## src/rtl/irq_arb_pkg.sv

```systemverilog
package irq_arb_pkg;
  localparam int unsigned ARB_WORD_W = 32;
  localparam int unsigned ARB_PRIO_W = 3;
  typedef logic [ARB_PRIO_W-1:0] prio_t;

  function automatic int unsigned arb_words(input int unsigned nbits);
    return (nbits + ARB_WORD_W - 1) / ARB_WORD_W;
  endfunction
endpackage

```

## src/rtl/irq_arb_elig.sv

```systemverilog
module irq_arb_elig
  import irq_arb_pkg::*;
#(
  parameter int unsigned NBITS = 64,
  parameter int unsigned VEC_W = 64
) (
  input  logic [VEC_W-1:0]            pend_vec,
  input  logic [VEC_W-1:0]            en_vec,
  input  logic [VEC_W-1:0]            busy_vec,
  input  logic [NBITS*ARB_PRIO_W-1:0] prio_vec,
  input  prio_t                       thresh,
  output logic [NBITS-1:0]            elig
);
  // Per-source mask: candidate and strictly above threshold.
  for (genvar n = 0; n < NBITS; n++) begin : g_src
    if (n == 0) begin : g_reserved
      assign elig[n] = 1'b0;
    end else begin : g_live
      prio_t pr;
      assign pr      = prio_vec[n*ARB_PRIO_W +: ARB_PRIO_W];
      assign elig[n] = pend_vec[n] & en_vec[n] & ~busy_vec[n] & (pr > thresh);
    end
  end
endmodule

```

## src/rtl/irq_arb_tree.sv

```systemverilog
module irq_arb_tree
  import irq_arb_pkg::*;
#(
  parameter int unsigned NBITS = 64,
  parameter int unsigned IDW   = 6
) (
  input  logic                        clk,
  input  logic                        rst_n,
  input  logic [NBITS-1:0]            elig,
  input  logic [NBITS*ARB_PRIO_W-1:0] prio_vec,
  output logic                        win_vld,
  output logic [IDW-1:0]              win_id
);
  localparam int unsigned LEAVES = 1 << IDW;
  localparam int unsigned NODES  = 2 * LEAVES;

  logic           vld [1:NODES-1];
  prio_t          pr  [1:NODES-1];
  logic [IDW-1:0] id  [1:NODES-1];

  for (genvar k = 0; k < LEAVES; k++) begin : g_leaf
    if (k < NBITS) begin : g_used
      assign vld[LEAVES+k] = elig[k];
      assign pr[LEAVES+k]  = prio_vec[k*ARB_PRIO_W +: ARB_PRIO_W];
      assign id[LEAVES+k]  = IDW'(k);
    end else begin : g_pad
      assign vld[LEAVES+k] = 1'b0;
      assign pr[LEAVES+k]  = '0;
      assign id[LEAVES+k]  = '0;
    end
  end

  // Left child carries lower identifiers; the right one wins only when strictly higher.
  for (genvar i = 1; i < LEAVES; i++) begin : g_node
    logic take_r;
    assign take_r = vld[2*i+1] & (~vld[2*i] | (pr[2*i+1] > pr[2*i]));
    assign vld[i] = vld[2*i] | vld[2*i+1];
    assign pr[i]  = take_r ? pr[2*i+1] : pr[2*i];
    assign id[i]  = take_r ? id[2*i+1] : id[2*i];

    a_r3_node_beats_left: assert property (@(posedge clk) disable iff (!rst_n)
      vld[2*i] |-> (vld[i] && pr[i] >= pr[2*i]));
    a_r3_node_beats_right: assert property (@(posedge clk) disable iff (!rst_n)
      vld[2*i+1] |-> (vld[i] && pr[i] >= pr[2*i+1]));
    a_r4_node_tie_low: assert property (@(posedge clk) disable iff (!rst_n)
      (vld[2*i] && vld[2*i+1] && pr[2*i] == pr[2*i+1]) |-> id[i] == id[2*i]);
  end

  assign win_vld = vld[1];
  assign win_id  = id[1];
endmodule

```

## src/rtl/irq_arb_outreg.sv

```systemverilog
module irq_arb_outreg #(
  parameter int unsigned IDW = 6,
  parameter bit          EN  = 1'b1
) (
  input  logic           clk,
  input  logic           rst_n,
  input  logic           req_d,
  input  logic [IDW-1:0] id_d,
  output logic           req_q,
  output logic [IDW-1:0] id_q
);
  if (EN) begin : g_flop
    always_ff @(posedge clk or negedge rst_n) begin
      if (!rst_n) begin
        req_q <= 1'b0;
        id_q  <= '0;
      end else begin
        req_q <= req_d;
        id_q  <= id_d;
      end
    end
  end else begin : g_wire
    assign req_q = req_d;
    assign id_q  = id_d;
  end
endmodule

```

## src/rtl/irq_prio_arbiter.sv

```systemverilog
module irq_prio_arbiter
  import irq_arb_pkg::*;
#(
  parameter int unsigned NUM_SRC = 63,
  parameter bit          OUT_REG = 1'b1,
  localparam int unsigned NBITS  = NUM_SRC + 1,
  localparam int unsigned VEC_W  = arb_words(NBITS) * ARB_WORD_W,
  localparam int unsigned IDW    = $clog2(NBITS)
) (
  input  logic                        clk,
  input  logic                        rst_n,
  input  logic [VEC_W-1:0]            pend_vec,
  input  logic [VEC_W-1:0]            en_vec,
  input  logic [VEC_W-1:0]            busy_vec,
  input  logic [NBITS*ARB_PRIO_W-1:0] prio_vec,
  input  logic [ARB_PRIO_W-1:0]       thresh,
  output logic                        irq_req,
  output logic [IDW-1:0]              irq_id
);
  logic [NBITS-1:0] elig;
  logic             win_vld;
  logic [IDW-1:0]   win_id;
  logic [IDW-1:0]   id_d;

  irq_arb_elig #(.NBITS(NBITS), .VEC_W(VEC_W)) u_elig (
    .pend_vec(pend_vec), .en_vec(en_vec), .busy_vec(busy_vec),
    .prio_vec(prio_vec), .thresh(thresh), .elig(elig)
  );

  irq_arb_tree #(.NBITS(NBITS), .IDW(IDW)) u_tree (
    .clk(clk), .rst_n(rst_n), .elig(elig), .prio_vec(prio_vec),
    .win_vld(win_vld), .win_id(win_id)
  );

  assign id_d = win_vld ? win_id : '0;

  irq_arb_outreg #(.IDW(IDW), .EN(OUT_REG)) u_out (
    .clk(clk), .rst_n(rst_n), .req_d(win_vld), .id_d(id_d),
    .req_q(irq_req), .id_q(irq_id)
  );

  // Inputs aligned with the presented result, used only by the checks below.
  logic [VEC_W-1:0]            cand_al;
  logic [NBITS*ARB_PRIO_W-1:0] prio_al;
  logic [ARB_PRIO_W-1:0]       thr_al;
  if (OUT_REG) begin : g_al_q
    always_ff @(posedge clk or negedge rst_n) begin
      if (!rst_n) begin
        cand_al <= '0;
        prio_al <= '0;
        thr_al  <= '0;
      end else begin
        cand_al <= pend_vec & en_vec & ~busy_vec;
        prio_al <= prio_vec;
        thr_al  <= thresh;
      end
    end
  end else begin : g_al_c
    assign cand_al = pend_vec & en_vec & ~busy_vec;
    assign prio_al = prio_vec;
    assign thr_al  = thresh;
  end

  a_r9_req_tracks_id: assert property (@(posedge clk) disable iff (!rst_n)
    irq_req == (irq_id != '0));
  a_r1_winner_candidate: assert property (@(posedge clk) disable iff (!rst_n)
    (irq_id != '0) |-> cand_al[irq_id]);
  a_r2_winner_above_thr: assert property (@(posedge clk) disable iff (!rst_n)
    (irq_id != '0) |-> (prio_al[int'(irq_id)*ARB_PRIO_W +: ARB_PRIO_W] > thr_al));
  a_r6_winner_nonzero_prio: assert property (@(posedge clk) disable iff (!rst_n)
    (irq_id != '0) |-> (prio_al[int'(irq_id)*ARB_PRIO_W +: ARB_PRIO_W] != '0));
endmodule

```

## config.mk

```make
export PLATFORM = sky130hd
export DESIGN_NAME = irq_prio_arbiter
export DESIGN_NICKNAME = d
export VERILOG_FILES = /design/src/rtl/irq_arb_pkg.sv /design/src/rtl/irq_arb_elig.sv /design/src/rtl/irq_arb_tree.sv /design/src/rtl/irq_arb_outreg.sv /design/src/rtl/irq_prio_arbiter.sv
export SDC_FILE = /design/constraint.sdc
export NUM_CORES = 1
export LEC_CHECK = 0
export ABC_AREA = 0
export BUFFER_PORTS_ARGS = -buffer_cell sky130_fd_sc_hd__buf_2
export CORE_ASPECT_RATIO = 1.25
export CORE_MARGIN = 3
export CORE_UTILIZATION = 55
export DETAILED_ROUTE_END_ITERATION = 12
export PLACE_DENSITY = 0.94
export RECOVER_POWER = 25
export SLEW_MARGIN = 20
export SYNTH_ARGS = -nofsm -noshare
export SYNTH_HDL_FRONTEND = slang
export SYNTH_SLANG_ARGS = --single-unit
```

## constraint.sdc

```tcl
create_clock -name clk -period 0.8 [get_ports clk]
set_input_delay 0.08 -clock clk [delete_from_list [all_inputs] [get_ports clk]]
set_output_delay 0.08 -clock clk [all_outputs]
set_load 0.02 [all_outputs]
```

==> impl_metrics.sql, run 1 <==
INSERT INTO impl_metrics (metric_group, metric, value, unit) VALUES
('status', 'run_status', 'stopped before the end', ''),
('status', 'stop_stage', 'global routing (5_1_grt)', ''),
('status', 'error_line', '[ERROR GRT-0116] Global routing finished with congestion. Check the congestion regions in the DRC Viewer.', ''),
('cts', 'cts_root_buffer', 'sky130_fd_sc_hd__clkbuf_16', ''),
('logic_synthesis', 'synth_cell_type_count', '83', ''),
('cts', 'cts_num_sinks', '7', ''),
('logic_synthesis', 'post_synth.cell_area_avg', '7.389', 'µm²'),
('grt', 'grt_remaining_overflow', '4577', ''),
('logic_synthesis', 'mappedNetlistNets', '2530', ''),
('logic_synthesis', 'synth-edff-count', '0', ''),
('grt', 'grt_pass1_wl', '206700', 'µm'),
('placed_design', 'place_congestion', '0.9959', ''),
('grt', 'grt_start_max_net_pins', '12', ''),
('cts', 'cts_made_buffers', '3', ''),
('floorplanning', 'fp.dieW', '144.5', 'µm'),
('cts', 'cts_htree_levels', '1', ''),
('logic_synthesis', 'synth_sequential_area_ratio', '0.01329', ''),
('floorplanning', 'floorplan.rows', '62', ''),
('grt', 'via_count_of_the_first_global_routing_pass', '28041', ''),
('placed_design', 'portbufs', '392', ''),
('logic_synthesis', 'synth_cells', '1784', ''),
('placed_design', 'detailed_place_hpwl', '56120', 'µm'),
('logic_synthesis', 'syn_area', '13180', 'µm²'),
('logic_synthesis', 'synth_flop_cell', 'sky130_fd_sc_hd__dfrtp_1', ''),
('logic_synthesis', 'yosys_warning_total', '0', ''),
('floorplanning', 'die_h', '179.1', 'µm'),
('floorplanning', 'design.portCount', '396', ''),
('floorplanning', 'floorplan.initialDensity', '0.5664', ''),
('logic_synthesis', 'ys_async_sr_fraction', '1.000', ''),
('grt', 'aggregate_global_route_resource_usage', '1.110', ''),
('logic_synthesis', 'postSynthRegisterBits', '7', ''),
('cts', 'clock_path_buffers', '2', '');
## cell usage after synthesis, types with 3 or more instances
library cell / n / area share
sky130_fd_sc_hd__a211oi_1: 17 / 0.0097
sky130_fd_sc_hd__a21bo_2: 11 / 0.0084
sky130_fd_sc_hd__a21boi_0: 4 / 0.0023
sky130_fd_sc_hd__a21o_1: 27 / 0.015
sky130_fd_sc_hd__a21oi_1: 128 / 0.049
sky130_fd_sc_hd__a221oi_1: 6 / 0.0040
sky130_fd_sc_hd__a2bb2oi_1: 3 / 0.0020
sky130_fd_sc_hd__a311oi_1: 19 / 0.013
sky130_fd_sc_hd__a311oi_2: 4 / 0.0046
sky130_fd_sc_hd__a31o_2: 4 / 0.0027
sky130_fd_sc_hd__a31oi_1: 26 / 0.012
sky130_fd_sc_hd__a32oi_1: 7 / 0.0047
sky130_fd_sc_hd__and2_1: 22 / 0.010
sky130_fd_sc_hd__and3_1: 7 / 0.0033
sky130_fd_sc_hd__buf_2: 4 / 0.0015
sky130_fd_sc_hd__clkbuf_1: 8 / 0.0023
sky130_fd_sc_hd__dfrtp_1: 7 / 0.013
sky130_fd_sc_hd__ha_1: 357 / 0.34
sky130_fd_sc_hd__inv_1: 262 / 0.075
sky130_fd_sc_hd__maj3_1: 9 / 0.0068
sky130_fd_sc_hd__mux2_2: 18 / 0.015
sky130_fd_sc_hd__mux2_4: 3 / 0.0034
sky130_fd_sc_hd__mux2i_1: 101 / 0.077
sky130_fd_sc_hd__nand2_1: 98 / 0.028
sky130_fd_sc_hd__nand2b_1: 9 / 0.0043
sky130_fd_sc_hd__nand3_1: 94 / 0.036
sky130_fd_sc_hd__nand4_1: 6 / 0.0028
sky130_fd_sc_hd__nand4b_1: 41 / 0.027
sky130_fd_sc_hd__nor2_1: 75 / 0.021
sky130_fd_sc_hd__nor2b_1: 87 / 0.041
sky130_fd_sc_hd__nor3_1: 9 / 0.0034
sky130_fd_sc_hd__nor4_1: 8 / 0.0038
sky130_fd_sc_hd__o211a_1: 5 / 0.0038
sky130_fd_sc_hd__o211ai_1: 20 / 0.011
sky130_fd_sc_hd__o21a_1: 46 / 0.026
sky130_fd_sc_hd__o21ai_0: 123 / 0.047
sky130_fd_sc_hd__o21ai_1: 13 / 0.0049
sky130_fd_sc_hd__o21bai_1: 5 / 0.0028
sky130_fd_sc_hd__o221ai_1: 4 / 0.0027
sky130_fd_sc_hd__o22a_1: 7 / 0.0047
sky130_fd_sc_hd__o22ai_1: 6 / 0.0028
sky130_fd_sc_hd__o31a_1: 3 / 0.0020
sky130_fd_sc_hd__o31ai_1: 5 / 0.0028
sky130_fd_sc_hd__or2_2: 13 / 0.0062
sky130_fd_sc_hd__or3_1: 4 / 0.0019
## layer usage
layer  GRT usage  GRT overflow
met4      0.8243           501
met2       1.207          1683
met3       1.073           656
met5      0.9575            46
met1       1.181          1691
## stage by stage
stage	worst slack [ps]	setup TNS [ps]	instance area, µm²	cells
3_3_place_gp	-7859	-48170	20610	3067
3_5_place_dp	-8666	-53420	20610	3067
4_1_cts	-7928	-49230	22050	3133
2_1_floorplan	-8585	-52310	13670	1784
## cells by family after synthesis
| kind of cell | synth area share |
|---|---|
| adder cells (fa/ha/maj) | 0.3466 |
| multiplexers | 0.09653 |
| flip-flops | 0.01329 |
| buffers and inverters | 0.08021 |
| AO/OA/AOI/OAI | 0.2664 |
| AND/OR/NAND/NOR | 0.1971 |
## repair_timing
item                                    4_1_cts
endpoints found under the setup margin       14
gates resized for setup                     179
hold buffers                                  1
gates cloned                                  1
buffers inserted                             60
endpoints found under the hold margin         7
pin swaps                                    75
==> run 2: changes to the inputs <==
--- a/config.mk
+++ b/config.mk
@@ -7,11 +7,10 @@
 export LEC_CHECK = 0
 export ABC_AREA = 0
 export BUFFER_PORTS_ARGS = -buffer_cell sky130_fd_sc_hd__buf_2
-export CORE_ASPECT_RATIO = 1.25
 export CORE_MARGIN = 3
-export CORE_UTILIZATION = 55
+export CORE_UTILIZATION = 40
 export DETAILED_ROUTE_END_ITERATION = 12
-export PLACE_DENSITY = 0.94
+export PLACE_DENSITY_LB_ADDON = 0.15
 export RECOVER_POWER = 25
 export SLEW_MARGIN = 20
 export SYNTH_ARGS = -nofsm -noshare
==> run 2 against run 1 <==
Against the previous run:
- the flow now finishes, with violations (setup timing)
- synthesized area is the same
- synthesized cell count is the same
==> impl_metrics.sql, run 2 <==
INSERT INTO impl_metrics (metric_group, metric, value, unit) VALUES
('status', 'run_status', 'finished with violations', ''),
('status', 'failing_checks', 'setup timing', ''),
('flow_run', 'timing.max_cap.violations', '0', ''),
('logic_synthesis', 'post_synth.cell_area_avg', '7.389', 'µm²'),
('critical_path', 'critPathTopFamily', 'compound AO/OA/AOI/OAI gates', ''),
('routing', 'post_detailed_route_count_of_antenna_violating_nets', '0', ''),
('layout', 'nNetsFinal', '3616', ''),
('cts', 'cts_root_buffer', 'sky130_fd_sc_hd__clkbuf_16', ''),
('floorplanning', 'fp.coreArea', '32040', 'µm²'),
('logic_synthesis', 'synth_cells', '1784', ''),
('critical_path', 'critical_path_peak_fanout', '7', ''),
('routing', 'via_per_instance_ratio', '5.218', ''),
('worst_hold_path', 'hold_class', 'primary input to async pin', ''),
('floorplanning', 'floorplan.initialDensity', '0.4114', ''),
('routing', 'avgRoutedWirePerCell', '15.28', 'µm'),
('layout', 'regMostFlops', 'u_out.id_q', ''),
('grt', 'aggregate_global_route_resource_usage', '0.2639', ''),
('timing', 'timing.final.hold_violations', '0', ''),
('cts', 'cts_tree', 'yes', ''),
('cts', 'clock_path_buffers', '2', ''),
('logic_synthesis', 'syn_area', '13180', 'µm²'),
('cts', 'worst_setup_hold_path_clk_slew', '40', 'ps'),
('placed_design', 'detailed_place_hpwl', '41750', 'µm'),
('critical_path', 'cp_endpoint_kind', 'flip-flop', ''),
('critical_path', 'worstPathRequired', '900', 'ps'),
('power', 'seqPwrFrac', '0.028', ''),
('placed_design', 'place_congestion', '0.9126', ''),
('grt', 'antenna_found_initial', '2', ''),
('layout', 'design_area', '22460', 'µm²'),
('timing', 'unrepaired_setup_endpoints_after_global_routing', 'yes', ''),
('power', 'power.share.switching', '0.4504', ''),
('logic_synthesis', 'postSynthRegisterBits', '7', ''),
('logic_synthesis', 'synth_flop_cell', 'sky130_fd_sc_hd__dfrtp_1', ''),
('layout', 'largest_register_ffs', '6', ''),
('layout', 'mostFrequentLayoutCell', 'sky130_fd_sc_hd__buf_4', ''),
('timing', 'slew_headroom', '0.4230', ''),
('floorplanning', 'floorplan.rows', '65', ''),
('placed_design', 'post-place-cells', '3205', ''),
('layout', 'most_frequent_cells_in_the_layout', 'sky130_fd_sc_hd__buf_4, sky130_fd_sc_hd__buf_2, sky130_fd_sc_hd__ha_1', ''),
('placed_design', 'placedInstanceArea', '20710', 'µm²'),
('placed_design', 'portbufs', '392', ''),
('critical_path', 'crit_type', 'primary input to flip-flop', ''),
('power', 'power_frac_clock', '0.040', ''),
('timing', 'fmax', '115.9', 'MHz'),
('power', 'power.static_leakage', '11.97', 'nW'),
('timing', 'fin_crit_sh', '10.79', ''),
('power', 'powerDensity', '953.6', 'nW/µm²'),
('timing', 'setup_violations', '14', ''),
('critical_path', 'timing.critical_path.slowest_stage_cell', 'sky130_fd_sc_hd__or2_2', ''),
('routing', 'first_pass_drt_iterations', '5', ''),
('power', 'share_comb_of_total_power', '0.931', ''),
('floorplanning', 'fp.dieW', '187.5', 'µm'),
('timing', 'period_minus_slack', '8632', 'ps'),
('timing', 'worst_slack', '-7832', 'ps'),
('cts', 'cts_num_sinks', '7', ''),
('critical_path', 'critPathBufInv', '8', ''),
('power', 'total_power_of_the_final_layout', '21.42', 'mW'),
('layout', 'stdcell_count', '3305', ''),
('grt', 'grt_remaining_overflow', '0', ''),
('grt', 'grt_start_max_net_pins', '17', ''),
('routing', 'dr.first_iter.drc_count', '528', ''),
('cts', 'cts_made_buffers', '3', ''),
('logic_synthesis', 'mappedNetlistNets', '2530', ''),
('power', 'vdd_drop_max', '1.245', 'mV'),
('grt', 'grt_pass1_wl', '80180', 'µm'),
('cts', 'cts_htree_levels', '1', ''),
('layout', 'n_fill_cell', '2673', ''),
('logic_synthesis', 'post-synth-top-count-cell', 'sky130_fd_sc_hd__ha_1', ''),
('logic_synthesis', 'post-synth-top-area-cell', 'sky130_fd_sc_hd__ha_1', ''),
('timing', 'worst_slew_pin_slew', '841.5', 'ps'),
('layout', 'areaGrowthSynthToFinish', '70.39', '%'),
('logic_synthesis', 'synth_cell_type_count', '83', ''),
('power', 'p_switching', '9.647', 'mW'),
('critical_path', 'cell_repeated_most_along_the_worst_path', 'sky130_fd_sc_hd__a21oi_2', ''),
('logic_synthesis', 'synth_sequential_area_ratio', '0.01329', ''),
('logic_synthesis', 'ys_async_sr_fraction', '1.000', ''),
('routing', 'drt_drc_violations_left', '0', ''),
('routing', 'routed-via-count', '17244', ''),
('logic_synthesis', 'synth.top_cells.by_area', 'sky130_fd_sc_hd__ha_1, sky130_fd_sc_hd__mux2i_1, sky130_fd_sc_hd__inv_1', ''),
('critical_path', 'critPathLaunchType', 'primary input', ''),
('critical_path', 'critical-path-max-stage-delay', '330', 'ps'),
('power', 'internal_power', '11.77', 'mW'),
('logic_synthesis', 'synth-edff-count', '0', ''),
('layout', 'drive_gt1_frac', '0.4733', ''),
('placed_design', 'dp_slack', '-8210', 'ps'),
('floorplanning', 'die_h', '187.5', 'µm'),
('timing', 'timing_max_transition_violations_final', '0', ''),
('floorplanning', 'design.portCount', '396', ''),
('logic_synthesis', 'synth_top_cells_by_count', 'sky130_fd_sc_hd__ha_1, sky130_fd_sc_hd__inv_1, sky130_fd_sc_hd__a21oi_1', ''),
('routing', 'routed_wirelength', '50480', 'µm'),
('floorplanning', 'die_area', '35170', 'µm²'),
('logic_synthesis', 'yosysTopAreaCellShare', '0.3389', ''),
('logic_synthesis', 'yosys_warning_total', '0', ''),
('grt', 'via_count_of_the_first_global_routing_pass', '17657', ''),
('critical_path', 'crit_arrival', '8730', 'ps'),
('layout', 'finalCoreUtilization', '0.7009', ''),
('layout', 'top_regs', 'u_out.id_q (6), u_out.req_q (1)', '');
==> run 2: stage by stage <==
stage	setup TNS (ps)	hold slack, ps
2_1_floorplan	-52310	-215.6
3_3_place_gp	-48550	-79.53
3_5_place_dp	-50280	-74.82
4_1_cts	-46650	263.0
5_1_grt	-51820	343.4
6_report	-48370	326.4
==> run 2: timing repair <==
item / in CTS / in global routing
setup endpoints to repair: 14 / 14
buffers inserted: 65 / 27
hold buffers: 1 / 0
pin swaps: 45 / 45
gates resized for setup: 149 / 68
cloned: 3 / 0
hold endpoints to repair: 7 / 0
==> run 2: cell families (layout without fill, tap and decap cells) <==
kind of cell	Yosys count	count (layout)	share of synthesized area
AO/OA/AOI/OAI	524	524	0.2664
AND/OR/NAND/NOR	485	485	0.1971
adder cells (fa/ha/maj)	367	367	0.3466
buffers and inverters	278	1363	0.08021
multiplexers	123	123	0.09653
flip-flops	7	7	0.01329
other	0	1	0
==> run 2: layout make-up <==
class	instances	area, µm²	share of cell area
sequential	7	175.2	0.007799
tap	435	544.3	0.02423
antenna	1	2.502	0.0001114
inverter	263	996.0	0.04434
clock buffer	4	78.83	0.003510
multi-input combinational	1499	13160	0.5861
timing repair buffer	1096	7500	0.3339
==> run 2: worst paths after layout <==
| kind | from | slack [ps] | cells after the start | to |
|---|---|---|---|---|
| worst max-delay path | thresh[1] | -7830 | 53 | u_out.id_q[0] |
| min in group clk | busy_vec[21] | 740 | 8 | u_out.id_q[0] |
| max in group asynchronous | rst_n | 200 | 2 | u_out.id_q[0] |
| worst min-delay path | rst_n | 330 | 2 | u_out.id_q[1] |
==> run 2: per-layer routing <==
metal  GRT usage  up-vias  routed length, µm
met3     0.02393       62               2064
met2      0.4947      413              24850
met1      0.3265     7991              22420
li1            -     8776                  -
met4     0.05570        2               1139
met5           0        -                 13
==> run 2: power by group through the flow <==
stage | logic (mW) | registers (mW) | clock network (mW)
floorplan | 8.91 | 0.757 | 0
global placement | 16.3 | 0.574 | 0
detailed placement | 16.9 | 0.570 | 0
CTS | 18.5 | 0.609 | 0.864
global route | 21.8 | 0.628 | 0.893
finish | 19.9 | 0.610 | 0.860
Power figures use the tool's default switching activity.
==> run 3: changes to the inputs <==
--- a/config.mk
+++ b/config.mk
@@ -12,7 +12,8 @@
 export DETAILED_ROUTE_END_ITERATION = 12
 export PLACE_DENSITY_LB_ADDON = 0.15
 export RECOVER_POWER = 25
-export SLEW_MARGIN = 20
+export SLEW_MARGIN = 40
 export SYNTH_ARGS = -nofsm -noshare
 export SYNTH_HDL_FRONTEND = slang
+export SYNTH_HIERARCHICAL = 1
 export SYNTH_SLANG_ARGS = --single-unit
==> run 3 against run 2 <==
Against the previous run:
- the run still ends with setup timing left
- synthesized cell count rose by 5.2%
- hold slack improved by 6.1 ps
- wire length increased by 2.8%
- largest power group unchanged
==> impl_metrics.sql, run 3 <==
INSERT INTO impl_metrics (metric_group, metric, value, unit) VALUES
('layout', 'drive_gt1_frac', '0.4597', ''),
('critical_path', 'timing.critical_path.from', 'thresh[1]', ''),
('routing', 'post_detailed_route_count_of_antenna_violating_nets', '0', ''),
('logic_synthesis', 'synth_cell_type_count', '91', ''),
('layout', 'areaGrowthSynthToFinish', '68.05', '%'),
('logic_synthesis', 'ys_async_sr_fraction', '1.000', ''),
('grt', 'grt_pass1_wl', '81330', 'µm'),
('cts', 'clock_path_buffers', '2', ''),
('floorplanning', 'fp.coreArea', '33700', 'µm²'),
('grt', 'via_count_of_the_first_global_routing_pass', '18247', ''),
('critical_path', 'worstPathRequired', '960', 'ps'),
('floorplanning', 'floorplan.initialDensity', '0.4080', ''),
('cts', 'cts_tree', 'yes', ''),
('cts', 'cts_num_sinks', '7', ''),
('logic_synthesis', 'synth_top_cells_by_count', 'sky130_fd_sc_hd__ha_1, sky130_fd_sc_hd__inv_1, sky130_fd_sc_hd__a21oi_1', ''),
('critical_path', 'endpoint', 'u_out/id_q[2]', ''),
('critical_path', 'cell_repeated_most_along_the_worst_path', 'sky130_fd_sc_hd__ha_4', ''),
('flow_run', 'timing.max_cap.violations', '0', ''),
('placed_design', 'detailed_place_hpwl', '44190', 'µm'),
('timing', 'slew_headroom', '0.5387', ''),
('logic_synthesis', 'synth-edff-count', '0', ''),
('routing', 'first_pass_drt_iterations', '5', ''),
('placed_design', 'placedInstanceArea', '21800', 'µm²'),
('grt', 'antenna_found_initial', '3', ''),
('power', 'powerDensity', '971.7', 'nW/µm²'),
('floorplanning', 'fp.dieW', '191.4', 'µm'),
('routing', 'via_per_instance_ratio', '5.266', ''),
('critical_path', 'critPathBufInv', '8', ''),
('critical_path', 'critical_path_peak_fanout', '9', ''),
('routing', 'routed-via-count', '18173', ''),
('layout', 'nNetsFinal', '3744', ''),
('floorplanning', 'die_h', '191.4', 'µm'),
('routing', 'routed_wirelength', '51910', 'µm'),
('critical_path', 'critPathLaunchType', 'primary input', ''),
('power', 'vdd_drop_max', '1.282', 'mV'),
('cts', 'worst_setup_hold_path_clk_slew', '40', 'ps'),
('layout', 'top_regs', 'u_out/id_q (6), u_out/req_q (1)', ''),
('status', 'run_status', 'finished with violations', ''),
('power', 'power.static_leakage', '12.30', 'nW'),
('worst_hold_path', 'hold_class', 'primary input to async pin', ''),
('grt', 'grt_remaining_overflow', '0', ''),
('timing', 'fin_crit_sh', '10.71', ''),
('critical_path', 'timing.critical_path.slowest_stage_cell', 'sky130_fd_sc_hd__mux2_4', ''),
('logic_synthesis', 'syn_area', '13750', 'µm²'),
('cts', 'cts_made_buffers', '3', ''),
('layout', 'finalCoreUtilization', '0.6856', ''),
('logic_synthesis', 'post-synth-top-count-cell', 'sky130_fd_sc_hd__ha_1', ''),
('critical_path', 'crit_type', 'primary input to flip-flop', ''),
('critical_path', 'crit_arrival', '8730', 'ps'),
('timing', 'unrepaired_setup_endpoints_after_global_routing', 'yes', ''),
('cts', 'cts_root_buffer', 'sky130_fd_sc_hd__clkbuf_16', ''),
('critical_path', 'cp_endpoint_kind', 'flip-flop', ''),
('critical_path', 'cp_num_cells', '52', ''),
('timing', 'fmax', '116.7', 'MHz'),
('logic_synthesis', 'post_synth.cell_area_avg', '7.329', 'µm²'),
('logic_synthesis', 'yosys_warning_total', '6', ''),
('layout', 'mostFrequentLayoutCell', 'sky130_fd_sc_hd__buf_4', ''),
('placed_design', 'portbufs', '392', ''),
('floorplanning', 'design.portCount', '396', ''),
('grt', 'grt_start_max_net_pins', '24', ''),
('logic_synthesis', 'synth_flop_cell', 'sky130_fd_sc_hd__dfrtp_1', ''),
('routing', 'drt_drc_violations_left', '0', ''),
('layout', 'regMostFlops', 'u_out/id_q', ''),
('critical_path', 'critPathTopFamily', 'compound AO/OA/AOI/OAI gates', ''),
('cts', 'cts_htree_levels', '1', ''),
('status', 'failing_checks', 'setup timing', ''),
('placed_design', 'place_congestion', '0.8902', ''),
('routing', 'avgRoutedWirePerCell', '15.04', 'µm'),
('floorplanning', 'floorplan.rows', '67', ''),
('layout', 'most_frequent_cells_in_the_layout', 'sky130_fd_sc_hd__buf_4, sky130_fd_sc_hd__buf_2, sky130_fd_sc_hd__ha_1', ''),
('timing', 'timing_max_transition_violations_final', '0', ''),
('routing', 'dr.first_iter.drc_count', '772', ''),
('timing', 'setup_violations', '14', ''),
('logic_synthesis', 'synth_sequential_area_ratio', '0.01274', ''),
('logic_synthesis', 'synth_cells', '1876', ''),
('timing', 'worst_slew_pin_slew', '683.3', 'ps'),
('logic_synthesis', 'postSynthRegisterBits', '7', ''),
('logic_synthesis', 'yosysTopAreaCellShare', '0.3221', ''),
('timing', 'timing.final.hold_violations', '0', ''),
('floorplanning', 'die_area', '36630', 'µm²'),
('critical_path', 'critical-path-max-stage-delay', '360', 'ps'),
('grt', 'aggregate_global_route_resource_usage', '0.2599', ''),
('layout', 'largest_register_ffs', '6', ''),
('logic_synthesis', 'mappedNetlistNets', '2619', ''),
('logic_synthesis', 'post-synth-top-area-cell', 'sky130_fd_sc_hd__ha_1', ''),
('timing', 'worst_slack', '-7770', 'ps'),
('logic_synthesis', 'synth.top_cells.by_area', 'sky130_fd_sc_hd__ha_1, sky130_fd_sc_hd__inv_1, sky130_fd_sc_hd__a21oi_1', ''),
('layout', 'design_area', '23110', 'µm²'),
('timing', 'period_minus_slack', '8570', 'ps');
-- run 3: cell types whose count changed after synthesis, sizes merged, moves of 28 or more --
cell | before | now
nand3b | 1 | 78
a21oi | 131 | 204
o21ai | 138 | 94
nor2b | 87 | 44
nor2 | 75 | 104
mux2i | 102 | 74
-- run 3: per-stage QoR --
| stage | setup WS [ps] | TNS [ps] | std cells | power [mW] | hold slack [ps] |
|---|---|---|---|---|---|
| 3_3_place_gp | -7860 | -49190 | 3383 | 18.25 | -84.40 |
| 5_1_grt | -8244 | -51030 | 3451 | 24.53 | 378.5 |
| 6_report | -7770 | -48010 | 3451 | 22.45 | 332.6 |
| 2_1_floorplan | -8665 | -53150 | 1876 | 10.37 | -215.6 |
| 3_5_place_dp | -8202 | -50840 | 3383 | 18.89 | -83.79 |
| 4_1_cts | -7565 | -46720 | 3431 | 21.36 | 283.4 |
-- run 3: area by class of cell --
type                       count  area, µm²
multi-input combinational   1588      13480
sequential                     7      175.2
timing repair buffer        1133       7784
clock buffer                   4      78.83
antenna                        3      7.507
fill                        2873      10590
tap                          448      560.5
inverter                     268       1016
-- run 3: routing by layer --
layer,track usage,up-vias,part of all wire
met4,0.05955,0,0.022
met3,0.02237,65,0.047
met2,0.4806,435,0.49
li1,-,9300,-
met1,0.3247,8373,0.44
met5,0,-,0
-- run 3: timing repair --
item / CTS / global route
cloned: 1 / 0
pin swaps: 27 / 45
endpoints found under the setup margin: 14 / 14
hold endpoints to repair: 7 / 0
resized for setup: 78 / 85
setup buffers: 42 / 18
hold buffers: 1 / 0
-- run 3: worst min-delay path by stage --
stage                      from       endpoint  slack [ps]  cells past startpoint
final                     rst_n  u_out/id_q[1]         330                      2
after global routing      rst_n  u_out/id_q[4]         380                      2
after CTS                 rst_n  u_out/id_q[4]         280                      2
after detailed placement  rst_n  u_out/id_q[1]         -80                      1
after global placement    rst_n  u_out/id_q[1]         -80                      1
after floorplan           rst_n  u_out/id_q[0]        -220                      0
-- run 3: logic make-up (layout without fill, tap and decap cells) --
kind of cell | Yosys count | in the layout | synth area share
buffers and inverters | 281 | 1405 | 0.07799
multiplexers | 109 | 109 | 0.08363
other | 1 | 4 | 0.0002727
AND/OR/NAND/NOR | 595 | 595 | 0.2454
adder cells (fa/ha/maj) | 359 | 359 | 0.3259
flip-flops | 7 | 7 | 0.01274
AO/OA/AOI/OAI | 524 | 524 | 0.2541
-- run 3: power by group --
group          switching [mW]  internal (mW)
Clock                   0.170          0.661
Combinational            9.79           11.2
Sequential             0.0765          0.532
